$ cat config.mk
export PLATFORM = sky130hd
export DESIGN_NAME = rxfw_writer
export DESIGN_NICKNAME = d
export VERILOG_FILES = /design/src/rtl/rxfw_pkg.sv /design/src/rtl/rxfw_capture.sv /design/src/rtl/rxfw_filter.sv /design/src/rtl/rxfw_commit.sv /design/src/rtl/rxfw_writer.sv
export SDC_FILE = /design/constraint.sdc
export NUM_CORES = 1
export LEC_CHECK = 0
export ABC_AREA = 1
export BUFFER_PORTS_ARGS = -buffer_cell sky130_fd_sc_hd__buf_2
export CAP_MARGIN = 40
export CORE_ASPECT_RATIO = 1.25
export CORE_UTILIZATION = 30
export CTS_CLUSTER_SIZE = 12
export DETAILED_ROUTE_END_ITERATION = 8
export SYNTH_ARGS = -nofsm -noshare
export SYNTH_HDL_FRONTEND = slang
export SYNTH_SLANG_ARGS = --single-unit
$ cat constraint.sdc
create_clock -name clk -period 7.02 [get_ports clk]
set_input_delay 1.404 -clock clk [delete_from_list [all_inputs] [get_ports clk]]
set_output_delay 1.404 -clock clk [all_outputs]
set_load 0.02 [all_outputs]
$ cat src/rtl/rxfw_pkg.sv
package rxfw_pkg;

    localparam logic [7:0] MARKER = 8'h01;

    // receive control bit positions
    localparam int CB_EN        = 0;
    localparam int CB_PROMISC   = 1;
    localparam int CB_RUNT      = 2;
    localparam int CB_ALLGRP    = 3;
    localparam int CB_DROP_CRC  = 4;
    localparam int CB_DROP_LONG = 5;

    // status byte bit positions
    localparam int SB_CRC   = 1;
    localparam int SB_LEN   = 2;
    localparam int SB_RUNT  = 5;
    localparam int SB_GROUP = 6;
    localparam int SB_LONG  = 7;

    typedef struct packed {
        logic [15:0] len;
        logic        crc_ok;
        logic        len_err;
        logic        group;
        logic        match;
        logic        ovf;
    } frame_info_t;

    typedef struct packed {
        logic       keep;
        logic [7:0] status;
    } verdict_t;

    typedef enum logic {CM_IDLE, CM_HDR} cm_state_e;

    // a + b inside a ring of n bytes; a < n and b < n
    function automatic int unsigned ring_add(int unsigned a, int unsigned b, int unsigned n);
        int unsigned s;
        s = a + b;
        if (s >= n) s = s - n;
        return s;
    endfunction

    // bytes that may be written before reaching the reader (one slot kept empty)
    function automatic int unsigned ring_free(int unsigned rd, int unsigned wr, int unsigned n);
        if (rd > wr) return rd - wr - 1;
        return rd + n - wr - 1;
    endfunction

endpackage

$ cat src/rtl/rxfw_capture.sv
module rxfw_capture
    import rxfw_pkg::*;
#(
    parameter int RING_BYTES = 13312,
    parameter int AW         = 14
) (
    input  logic          clk,
    input  logic          rst,
    input  logic          rx_enable,
    input  logic [47:0]   own_addr,
    input  logic          rx_valid,
    input  logic [7:0]    rx_data,
    input  logic          rx_last,
    input  logic          rx_crc_ok,
    input  logic          rx_len_err,
    input  logic [AW-1:0] wr_ptr,
    input  logic [AW-1:0] rd_ptr,
    output logic          cap_start,
    output logic          cap_we,
    output logic [AW-1:0] cap_addr,
    output logic [7:0]    cap_data,
    output logic          eof_q,
    output frame_info_t   info_q,
    output logic [AW-1:0] end_q
);

    logic          in_frame_q, skip_q, ovf_q;
    logic [15:0]   cnt_q;
    logic [AW-1:0] daddr_q;
    logic [47:0]   dest_q;

    logic          first, skip_now, ovf_now, fits;
    logic [15:0]   idx, len_now;
    logic [AW-1:0] addr_now, addr_inc;
    logic [47:0]   dest_now;
    logic [31:0]   room;

    always_comb begin
        first    = rx_valid && !in_frame_q;
        idx      = first ? 16'd0 : cnt_q;
        addr_now = first ? AW'(ring_add(32'(wr_ptr), 32'd4, RING_BYTES)) : daddr_q;
        addr_inc = AW'(ring_add(32'(addr_now), 32'd1, RING_BYTES));
        room     = ring_free(32'(rd_ptr), 32'(wr_ptr), RING_BYTES);
        fits     = (32'(idx) + 32'd5) <= room;
        skip_now = first ? !rx_enable : skip_q;
        ovf_now  = (!first && ovf_q) || !fits;
        len_now  = (idx == 16'hFFFF) ? idx : idx + 16'd1;
        dest_now = first ? 48'd0 : dest_q;
        if (idx < 16'd6) dest_now[idx[2:0]*8 +: 8] = rx_data;
        cap_start = first;
        cap_we    = rx_valid && !skip_now && !ovf_now;
        cap_addr  = addr_now;
        cap_data  = rx_data;
    end

    always_ff @(posedge clk) begin
        if (rst) begin
            in_frame_q <= 1'b0;
            skip_q     <= 1'b0;
            ovf_q      <= 1'b0;
            cnt_q      <= '0;
            daddr_q    <= '0;
            dest_q     <= '0;
            eof_q      <= 1'b0;
            info_q     <= '0;
            end_q      <= '0;
        end else begin
            eof_q <= 1'b0;
            if (rx_valid) begin
                in_frame_q <= !rx_last;
                skip_q     <= skip_now;
                ovf_q      <= ovf_now;
                cnt_q      <= len_now;
                daddr_q    <= addr_inc;
                dest_q     <= dest_now;
                if (rx_last && !skip_now) begin
                    eof_q          <= 1'b1;
                    info_q.len     <= len_now;
                    info_q.crc_ok  <= rx_crc_ok;
                    info_q.len_err <= rx_len_err;
                    info_q.group   <= dest_now[0];
                    info_q.match   <= (dest_now == own_addr);
                    info_q.ovf     <= ovf_now;
                    end_q          <= addr_inc;
                end
            end
        end
    end

    AST_DATA_BEHIND_READER: assert property (@(posedge clk) disable iff (rst)
        cap_we |-> (cap_addr != rd_ptr)) else $error("data write reached reader");

endmodule

$ cat src/rtl/rxfw_filter.sv
module rxfw_filter
    import rxfw_pkg::*;
#(
    parameter int MIN_FRAME = 64,
    parameter int MAX_FRAME = 1522
) (
    input  logic [5:1]  rx_opts,
    input  frame_info_t info,
    output verdict_t    verdict
);

    logic runt, too_long, addr_ok;

    always_comb begin
        runt     = info.len < 16'(MIN_FRAME);
        too_long = info.len > 16'(MAX_FRAME);
        addr_ok  = rx_opts[CB_PROMISC] || (info.group ? rx_opts[CB_ALLGRP] : info.match);

        verdict.keep = !info.ovf && addr_ok
                     && (!runt || rx_opts[CB_RUNT])
                     && !(too_long && rx_opts[CB_DROP_LONG])
                     && !(!info.crc_ok && rx_opts[CB_DROP_CRC]);

        verdict.status           = 8'h00;
        verdict.status[SB_CRC]   = !info.crc_ok;
        verdict.status[SB_LEN]   = info.len_err;
        verdict.status[SB_RUNT]  = runt;
        verdict.status[SB_GROUP] = info.group;
        verdict.status[SB_LONG]  = too_long;
    end

endmodule

$ cat src/rtl/rxfw_commit.sv
module rxfw_commit
    import rxfw_pkg::*;
#(
    parameter int RING_BYTES = 13312,
    parameter int AW         = 14
) (
    input  logic          clk,
    input  logic          rst,
    input  logic          eof,
    input  verdict_t      verdict,
    input  logic [15:0]   len,
    input  logic          ovf,
    input  logic [AW-1:0] end_addr,
    input  logic          cap_start,
    input  logic [1:0]    irq_clr,
    output logic          cmt_we,
    output logic [AW-1:0] cmt_addr,
    output logic [7:0]    cmt_data,
    output logic [AW-1:0] wr_ptr,
    output logic [1:0]    irq_stat
);

    cm_state_e     st_q;
    logic [1:0]    hidx_q;
    logic [15:0]   len_q;
    logic [7:0]    stat_q;
    logic [AW-1:0] end_addr_q;
    logic [1:0]    irq_set;

    always_comb begin
        cmt_we   = (st_q == CM_HDR);
        cmt_addr = AW'(ring_add(32'(wr_ptr), 32'(hidx_q), RING_BYTES));
        case (hidx_q)
            2'd3:    cmt_data = len_q[15:8];
            2'd2:    cmt_data = len_q[7:0];
            2'd1:    cmt_data = stat_q;
            default: cmt_data = MARKER;
        endcase
        irq_set[0] = (st_q == CM_HDR) && (hidx_q == 2'd0);
        irq_set[1] = eof && ovf;
    end

    always_ff @(posedge clk) begin
        if (rst) begin
            st_q       <= CM_IDLE;
            hidx_q     <= 2'd0;
            len_q      <= '0;
            stat_q     <= '0;
            end_addr_q <= '0;
            wr_ptr     <= '0;
            irq_stat   <= '0;
        end else begin
            irq_stat <= (irq_stat & ~irq_clr) | irq_set;
            case (st_q)
                CM_IDLE: if (eof && verdict.keep) begin
                    st_q       <= CM_HDR;
                    hidx_q     <= 2'd3;
                    len_q      <= len;
                    stat_q     <= verdict.status;
                    end_addr_q <= end_addr;
                end
                default: begin
                    if (hidx_q == 2'd0) begin
                        st_q   <= CM_IDLE;
                        wr_ptr <= end_addr_q;
                    end else begin
                        hidx_q <= hidx_q - 2'd1;
                    end
                end
            endcase
        end
    end

    AST_NO_START_BUSY: assert property (@(posedge clk) disable iff (rst)
        (st_q == CM_HDR) |-> !cap_start) else $error("frame started during header write");

endmodule

$ cat src/rtl/rxfw_writer.sv
module rxfw_writer
    import rxfw_pkg::*;
#(
    parameter int RING_BYTES = 13312,
    parameter int MIN_FRAME  = 64,
    parameter int MAX_FRAME  = 1522,
    parameter int AW         = $clog2(RING_BYTES)
) (
    input  logic          clk,
    input  logic          rst,
    input  logic [5:0]    rx_ctrl,
    input  logic [47:0]   own_addr,
    input  logic          rx_valid,
    input  logic [7:0]    rx_data,
    input  logic          rx_last,
    input  logic          rx_crc_ok,
    input  logic          rx_len_err,
    input  logic [AW-1:0] rd_ptr,
    input  logic [1:0]    irq_clr,
    output logic          mem_we,
    output logic [AW-1:0] mem_addr,
    output logic [7:0]    mem_wdata,
    output logic [AW-1:0] wr_ptr,
    output logic [1:0]    irq_stat
);

    logic          cap_start, cap_we, eof;
    logic [AW-1:0] cap_addr, end_addr, cmt_addr;
    logic [7:0]    cap_data, cmt_data;
    logic          cmt_we;
    frame_info_t   info;
    verdict_t      verdict;

    rxfw_capture #(.RING_BYTES(RING_BYTES), .AW(AW)) u_cap (
        .clk(clk), .rst(rst), .rx_enable(rx_ctrl[CB_EN]), .own_addr(own_addr),
        .rx_valid(rx_valid), .rx_data(rx_data), .rx_last(rx_last),
        .rx_crc_ok(rx_crc_ok), .rx_len_err(rx_len_err),
        .wr_ptr(wr_ptr), .rd_ptr(rd_ptr),
        .cap_start(cap_start), .cap_we(cap_we), .cap_addr(cap_addr), .cap_data(cap_data),
        .eof_q(eof), .info_q(info), .end_q(end_addr)
    );

    rxfw_filter #(.MIN_FRAME(MIN_FRAME), .MAX_FRAME(MAX_FRAME)) u_flt (
        .rx_opts(rx_ctrl[5:1]), .info(info), .verdict(verdict)
    );

    rxfw_commit #(.RING_BYTES(RING_BYTES), .AW(AW)) u_cmt (
        .clk(clk), .rst(rst), .eof(eof), .verdict(verdict), .len(info.len), .ovf(info.ovf),
        .end_addr(end_addr), .cap_start(cap_start), .irq_clr(irq_clr),
        .cmt_we(cmt_we), .cmt_addr(cmt_addr), .cmt_data(cmt_data),
        .wr_ptr(wr_ptr), .irq_stat(irq_stat)
    );

    always_ff @(posedge clk) begin
        if (rst) begin
            mem_we    <= 1'b0;
            mem_addr  <= '0;
            mem_wdata <= '0;
        end else begin
            mem_we    <= cap_we || cmt_we;
            mem_addr  <= cmt_we ? cmt_addr : cap_addr;
            mem_wdata <= cmt_we ? cmt_data : cap_data;
        end
    end

    AST_ONE_WRITER: assert property (@(posedge clk) disable iff (rst)
        !(cap_we && cmt_we)) else $error("data and header write collide");

    AST_MARKER_LAST: assert property (@(posedge clk) disable iff (rst)
        (wr_ptr != $past(wr_ptr)) |-> (mem_we && mem_addr == $past(wr_ptr) && mem_wdata == MARKER))
        else $error("pointer moved without marker write");

    AST_DONE_WITH_PTR: assert property (@(posedge clk) disable iff (rst)
        $rose(irq_stat[0]) |-> (wr_ptr != $past(wr_ptr))) else $error("done without commit");

    AST_OVF_KEEPS_PTR: assert property (@(posedge clk) disable iff (rst)
        $rose(irq_stat[1]) |-> $stable(wr_ptr)) else $error("overflow moved pointer");

endmodule

Word-level counts from Yosys, hierarchy flattened
Cells that the tools add are included.

word-level totals
  bits in read-only memories = 0
  memories kept = 0
  RAM bits = 0
  input bits = 84
  output and inout port bits = 39
  bits in registers = 194
  logic and storage cells = 121
  bits in latches = 0

operators by class
  $add $sub $neg = 15
  shift operators = 2
  multiply operators = 0
  bitwise logic cells = 5
  reductions and logical operators = 37
  eq/ne operators = 6
  divide/modulo/power cells = 0
  $lt $le $gt $ge = 8
  multiplexer cells = 24

operator list
  operator                                                     number
  2-to-1 mux 48 bit                                            2
  2-to-1 mux 14 bit                                            5
  2-to-1 mux 32 bit                                            2
  subtractor 32 x 1 -> 32 bit, second input constant           2
  bitwise mux 48 bit                                           1
  == test 48 bit                                               1
  variable shift 8 x 34 -> 48 bit, first input constant        1
  variable part select 8 x 34 -> 48 bit                        1
  >= comparator 15 x 14 -> 1 bit, second input constant        3
  subtractor 14 bit, second input constant                     3
  negator 6 -> 34 bit                                          1
  <= comparator 32 bit                                         1
  2-to-1 mux 16 bit                                            2
  subtractor 32 x 14 -> 32 bit                                 1
  case mux 8 bit (3 select lines)                              1
  adder 16 x 3 -> 17 bit, second input constant                1
  adder 16 x 1 -> 16 bit, second input constant                1
  == test 16 bit, second input constant                        1
  > comparator 16 x 11 -> 1 bit, second input constant         1
  less-than comparator 16 x 3 -> 1 bit, second input constant  1
  less-than comparator 16 x 7 -> 1 bit, second input constant  1
  adder 14 x 1 -> 15 bit, second input constant                1
  adder 14 x 14 -> 15 bit, second input constant               1
  adder 14 x 2 -> 15 bit                                       1
  other kinds (21)                                             61

Depth between registers and ports, before layout
  word-level depth = 10
  depth in mapped cells = 39
  depth with buffers taken out = 39

Hierarchy
Synthesis repeated with hierarchy kept, for this count alone.

unflattened totals
  cell total of the unflattened synthesis = 2385
  area total of the unflattened synthesis = 14774.2 sq um

by module, submodules not included
  module        sequential area each (sq um)  instances  area each (sq um)  cells each
  rxfw_capture  2342.2                        1          10747.8            1773
  rxfw_commit   1141.1                        1          2803.9             407
  rxfw_writer   460.4                         1          953.4              143
  rxfw_filter   0.0                           1          269.0              62

Worst setup path before layout
No wires, ideal clock.

  path type = in2reg
  start point = input rd_ptr[0]
  end point = register u_cap.info_q[0] (netlist name)
  slack = 2.157 ns
  buffers on the path = 0
  data required time = 6.911 ns
  stages on the path = 27
  data arrival time = 4.754 ns
  setup time = 0.109 ns
  cells stage by stage = inv_1 -> ha_1 -> inv_1 -> fa_1 -> inv_1 -> o21ai_0 -> xor2_1 -> inv_1 -> nand3_1 -> nor2_1 -> nand2_1 -> nor2_1 -> nand4_1 -> nor2_1 -> nand2_1 -> ha_1 -> o21ai_0 -> ha_1 -> a21oi_1 -> o21ai_0 -> a211o_1 -> a21oi_1 -> nor2_1 -> nand2_1 -> nand3_1 -> nand2_1 -> inv_1

on the way
  longest elaborated chain between the ends = 7
  elaborated cells on any way between the ends = 12
  those cells by class = 5 x add/sub; 2 x order compare; 3 x mux; 2 x reduce/logical

RTL lines
  item                                                                         line                            source
  from (decl)                                                                  rxfw_writer.sv:18               input logic [AW-1:0] rd_ptr,
  adder 14 x 14 -> 15 bit or subtractor 14 x 14 -> 15 bit (tied branches)      rxfw_pkg.sv:47, rxfw_pkg.sv:46
  subtractor 32 x 14 -> 32 bit or subtractor 32 x 1 -> 32 bit (tied branches)  rxfw_pkg.sv:47, rxfw_pkg.sv:46
  subtractor 32 x 1 -> 32 bit or 2-to-1 mux 32 bit (tied branches)             rxfw_pkg.sv:47, rxfw_pkg.sv:46
  2-to-1 mux 32 bit *                                                          rxfw_pkg.sv:47                  return rd + n - wr - 1;
  <= comparator 32 bit *                                                       rxfw_capture.sv:44              fits = (32'(idx) + 32'd5) <= room;
  zero test 1 bit *                                                            rxfw_capture.sv:46              ovf_now = (!first && ovf_q) || !fits;
  logical OR 1 bit *                                                           rxfw_capture.sv:46

Every way passes the cells marked *; elsewhere a longest branch is shown, timed or not.
A chain may end at the register's enable or synchronous reset.

Worst setup path after layout
  start point = input rd_ptr[2]
  end point = register mem_we

on the way
  longest elaborated chain between the ends = 10
  elaborated cells on any way between the ends = 15
  those cells by class = 5 x add/sub; 2 x order compare; 3 x mux; 5 x reduce/logical

RTL lines
  item                                                                         line                            source
  adder 14 x 14 -> 15 bit or subtractor 14 x 14 -> 15 bit (tied branches)      rxfw_pkg.sv:47, rxfw_pkg.sv:46
  subtractor 32 x 14 -> 32 bit or subtractor 32 x 1 -> 32 bit (tied branches)  rxfw_pkg.sv:47, rxfw_pkg.sv:46
  subtractor 32 x 1 -> 32 bit or 2-to-1 mux 32 bit (tied branches)             rxfw_pkg.sv:47, rxfw_pkg.sv:46
  2-to-1 mux 32 bit *                                                          rxfw_pkg.sv:47
  <= comparator 32 bit *                                                       rxfw_capture.sv:44
  zero test 1 bit *                                                            rxfw_capture.sv:46
  logical OR 1 bit *                                                           rxfw_capture.sv:46
  zero test 1 bit *                                                            rxfw_capture.sv:51              cap_we = rx_valid && !skip_now && !ovf_now;
  logical AND 1 bit *                                                          rxfw_capture.sv:51
  logical OR 1 bit *                                                           rxfw_writer.sv:60               mem_we <= cap_we || cmt_we;
  to (signal assigned)                                                         rxfw_writer.sv:60
  to (decl)                                                                    rxfw_writer.sv:20               output logic mem_we,

Marked as above.

==> impl_metrics.ini <==
[finish]
multi_input_area_um2 = 8041
nFillCells = 4869
final_area_um2 = 15140
finalNetCount = 2358
syn2layout_area_growth_pct = 12.39
final_cell_mix = nand2_1, inv_1, nor2_1
diodes = 0
layout_commonest_cell = nand2_1
drive_gt1_frac = 0.09487
final-seq-area_um2 = 3884

[routing]
drt_iter0_markers = 1190
drc_errors = 0
via_per_inst = 4.978
vias = 13920
firstDrtPassIters = 5
finalWirelength_um = 44400
post_drt_wl_per_cell_um = 15.88
ant_nets = 0

[setup_path]
startpoint_type = primary input
arrival_ps = 5870
r2r_setup_slack_ps = 1800
cp-end-kind = register
cp.required_ps = 7390
cp_slowest_cell = nand2_1
cp_slowest_stage_delay_ps = 470
cpMostUsedCell = nand2_1
reg2regPathDepth = 29
criticalPathCategory = primary input to register
reg2reg_from = u_cmt.wr_ptr[2]$_SDFFE_PP0P_
r2r-end = mem_we$_SDFF_PP0_
crit_fanout = 26

[timing]
tightest_slew_ps = 919.5
clock_skew_ps = 16.84
setup_violations = 0
fin_crit_ps = 5501
rsz0062_at_grt = false
finalHoldViolations = 0
tns_ps = 0
slew_violations = 0
fin_crit_sh = 0.7837
timing.fmax_mhz = 181.8
max_slew_margin = 0.3863

[synthesis]
ys_types = 57
synth_top_family_by_area = simple AND/OR/NAND/NOR gates
synth_top_cells_by_area = dfxtp_1, nand2_1, inv_1, o21ai_0, a21oi_1
yosys_warnings = 0
syn_nets = 2296
yosysTopAreaCellShare = 0.2883
synthesis.area_um2 = 13470
syn_area_per_cell_um2 = 6.269
ys.flop_type = dfxtp_1
yosys.area_share.xor_xnor = 0.05591
synthSimpleGateAreaFrac = 0.3003
synth_seq_cells = 194
async_reset_ff_frac = 0
yosysTopAreaCell = dfxtp_1
synth_compound_area_frac = 0.1804
synth_fa_ha_area_frac = 0.06018
synthMuxAreaShare = 0
synth_edf_count = 0
yosysSeqAreaShare = 0.2883
synth_cells = 2149

[global_routing]
track_usage = 0.1954
grt_max_degree = 89
grt_pass1_vias = 13240
grt.overflow.total = 0
antenna_found_initial = 2
grt_pass1_wl_um = 70080

[floorplanning]
coreArea_um2 = 44220
die_h_um = 238.9
die_width_um = 191.5
ios = 123
dieArea_um2 = 45770
rows = 86
initial_core_util = 0.3046

[clocking]
postCtsSetupBuffers = 0
cts_tree = yes
cts_sinks = 194
cts.reportedPaths.clkPinSlew_ps = 80
cts_resized = 0
clockRootBuffer = clkbuf_16
cts_buffers = 17
clk_latency_ps = 460
hold_buffers = 0
htreeDepth = 4
clockBufferDepth = 2

[worst_hold_path]
hold_depth = 1
hp-class = register to register
min_from = u_cap.info_q[4]$_SDFFE_PP0P_
whs_endpoint = u_cmt.stat_q[1]$_SDFFE_PP0P_

[placed_design]
place_area_um2 = 14530
gp_congestion = 0.9060
dp.final_hpwl_um = 33700
io_buffers = 122

[power]
power_density_nw_per_um2 = 189.4
total_leakage_power_uw = 0.007172
ir_drop_mv = 0.1817

[flow_run]
cap_violations = 0

[run_status]
outcome = finished clean
==> synth_stat cells, drive strengths merged (4+ instances only) <==
library cell / count
or2: 9
dfxtp: 194
a211oi: 8
xnor2: 15
nand4: 39
a21oi: 170
clkinv: 4
nor3: 21
nor2: 229
inv: 306
nand3: 122
nor4: 6
nand2: 519
o21bai: 5
buf: 26
o211ai: 16
o21a: 7
xor2: 71
ha: 60
o21ai: 222
o22ai: 7
nand3b: 5
clkbuf: 65
==> where the power goes <==
part / internal [uW] / switching, uW
clock network: 546 / 501
logic: 199 / 431
registers: 1160 / 34.2
total: 1900 / 967
==> registers in the layout, indices dropped and copies added (netlist names), 16 cells and up <==
register / count
u_cap.info_q: 21
u_cap.cnt_q: 16
u_cmt.len_q: 16
u_cap.dest_q: 48
==> worst max-delay path by stage <==
stage | from | to | slack (ps)
2_1_floorplan | rd_ptr[0] | u_cap.info_q[0]$_SDFFE_PP0P_ | 2160
4_1_cts | rd_ptr[2] | mem_we$_SDFF_PP0_ | 1530
6_report | rd_ptr[2] | mem_we$_SDFF_PP0_ | 1520
3_3_place_gp | rd_ptr[2] | mem_we$_SDFF_PP0_ | 1100
5_1_grt | rd_ptr[2] | mem_we$_SDFF_PP0_ | 860
3_5_place_dp | rd_ptr[2] | mem_we$_SDFF_PP0_ | 1080
==> critical path, delay by kind of cell <==
kind / cells / cell delay (ps)
adder cells (fa/ha/maj): 2 / 700
buffers and inverters: 2 / 150
AO/OA/AOI/OAI: 9 / 1810
AND/OR/NAND/NOR: 16 / 1780
==> layer usage <==
metal,routed length [um],share of wire,vias to the layer above,global-route usage
met5,11,0.00025,-,0
li1,-,-,7039,-
met4,1780,0.040,2,0.08418
met3,2152,0.048,88,0.02437
met1,19400,0.44,6353,0.2452
met2,21050,0.47,437,0.3330
==> layout make-up <==
class	instances	area share
Inverter	310	0.07701
Clock buffer	18	0.02834
Tap cell	572	0.04726
Sequential cell	194	0.2565
Multi-Input combinational cell	1554	0.5311
Clock inverter	14	0.01206
Timing Repair Buffer	134	0.04776
==> through the flow <==
step / hold WS [ps] / utilization / instances / power [uW] / worst slack [ps]
floorplan: 405.8 / - / 2149 / 1661 / 2157
global placement: 436.7 / 0.3279 / 2763 / 1835 / 1101
detailed placement: 438.3 / 0.3286 / 2764 / 1840 / 1084
CTS: 455.5 / 0.3424 / 2796 / 2887 / 1534
global route: 474.8 / 0.3424 / 2796 / 3022 / 858.3
finish: 456.6 / 0.3424 / 2796 / 2867 / 1519
==> kinds of logic after synthesis <==
| family | after synthesis |
|---|---|
| AO/OA/AOI/OAI | 453 |
| XOR/XNOR | 86 |
| adder cells (fa/ha/maj) | 63 |
| buffers and inverters | 401 |
| flip-flops | 194 |
| AND/OR/NAND/NOR | 952 |
Note: power is estimated with default switching activity, not from simulation.
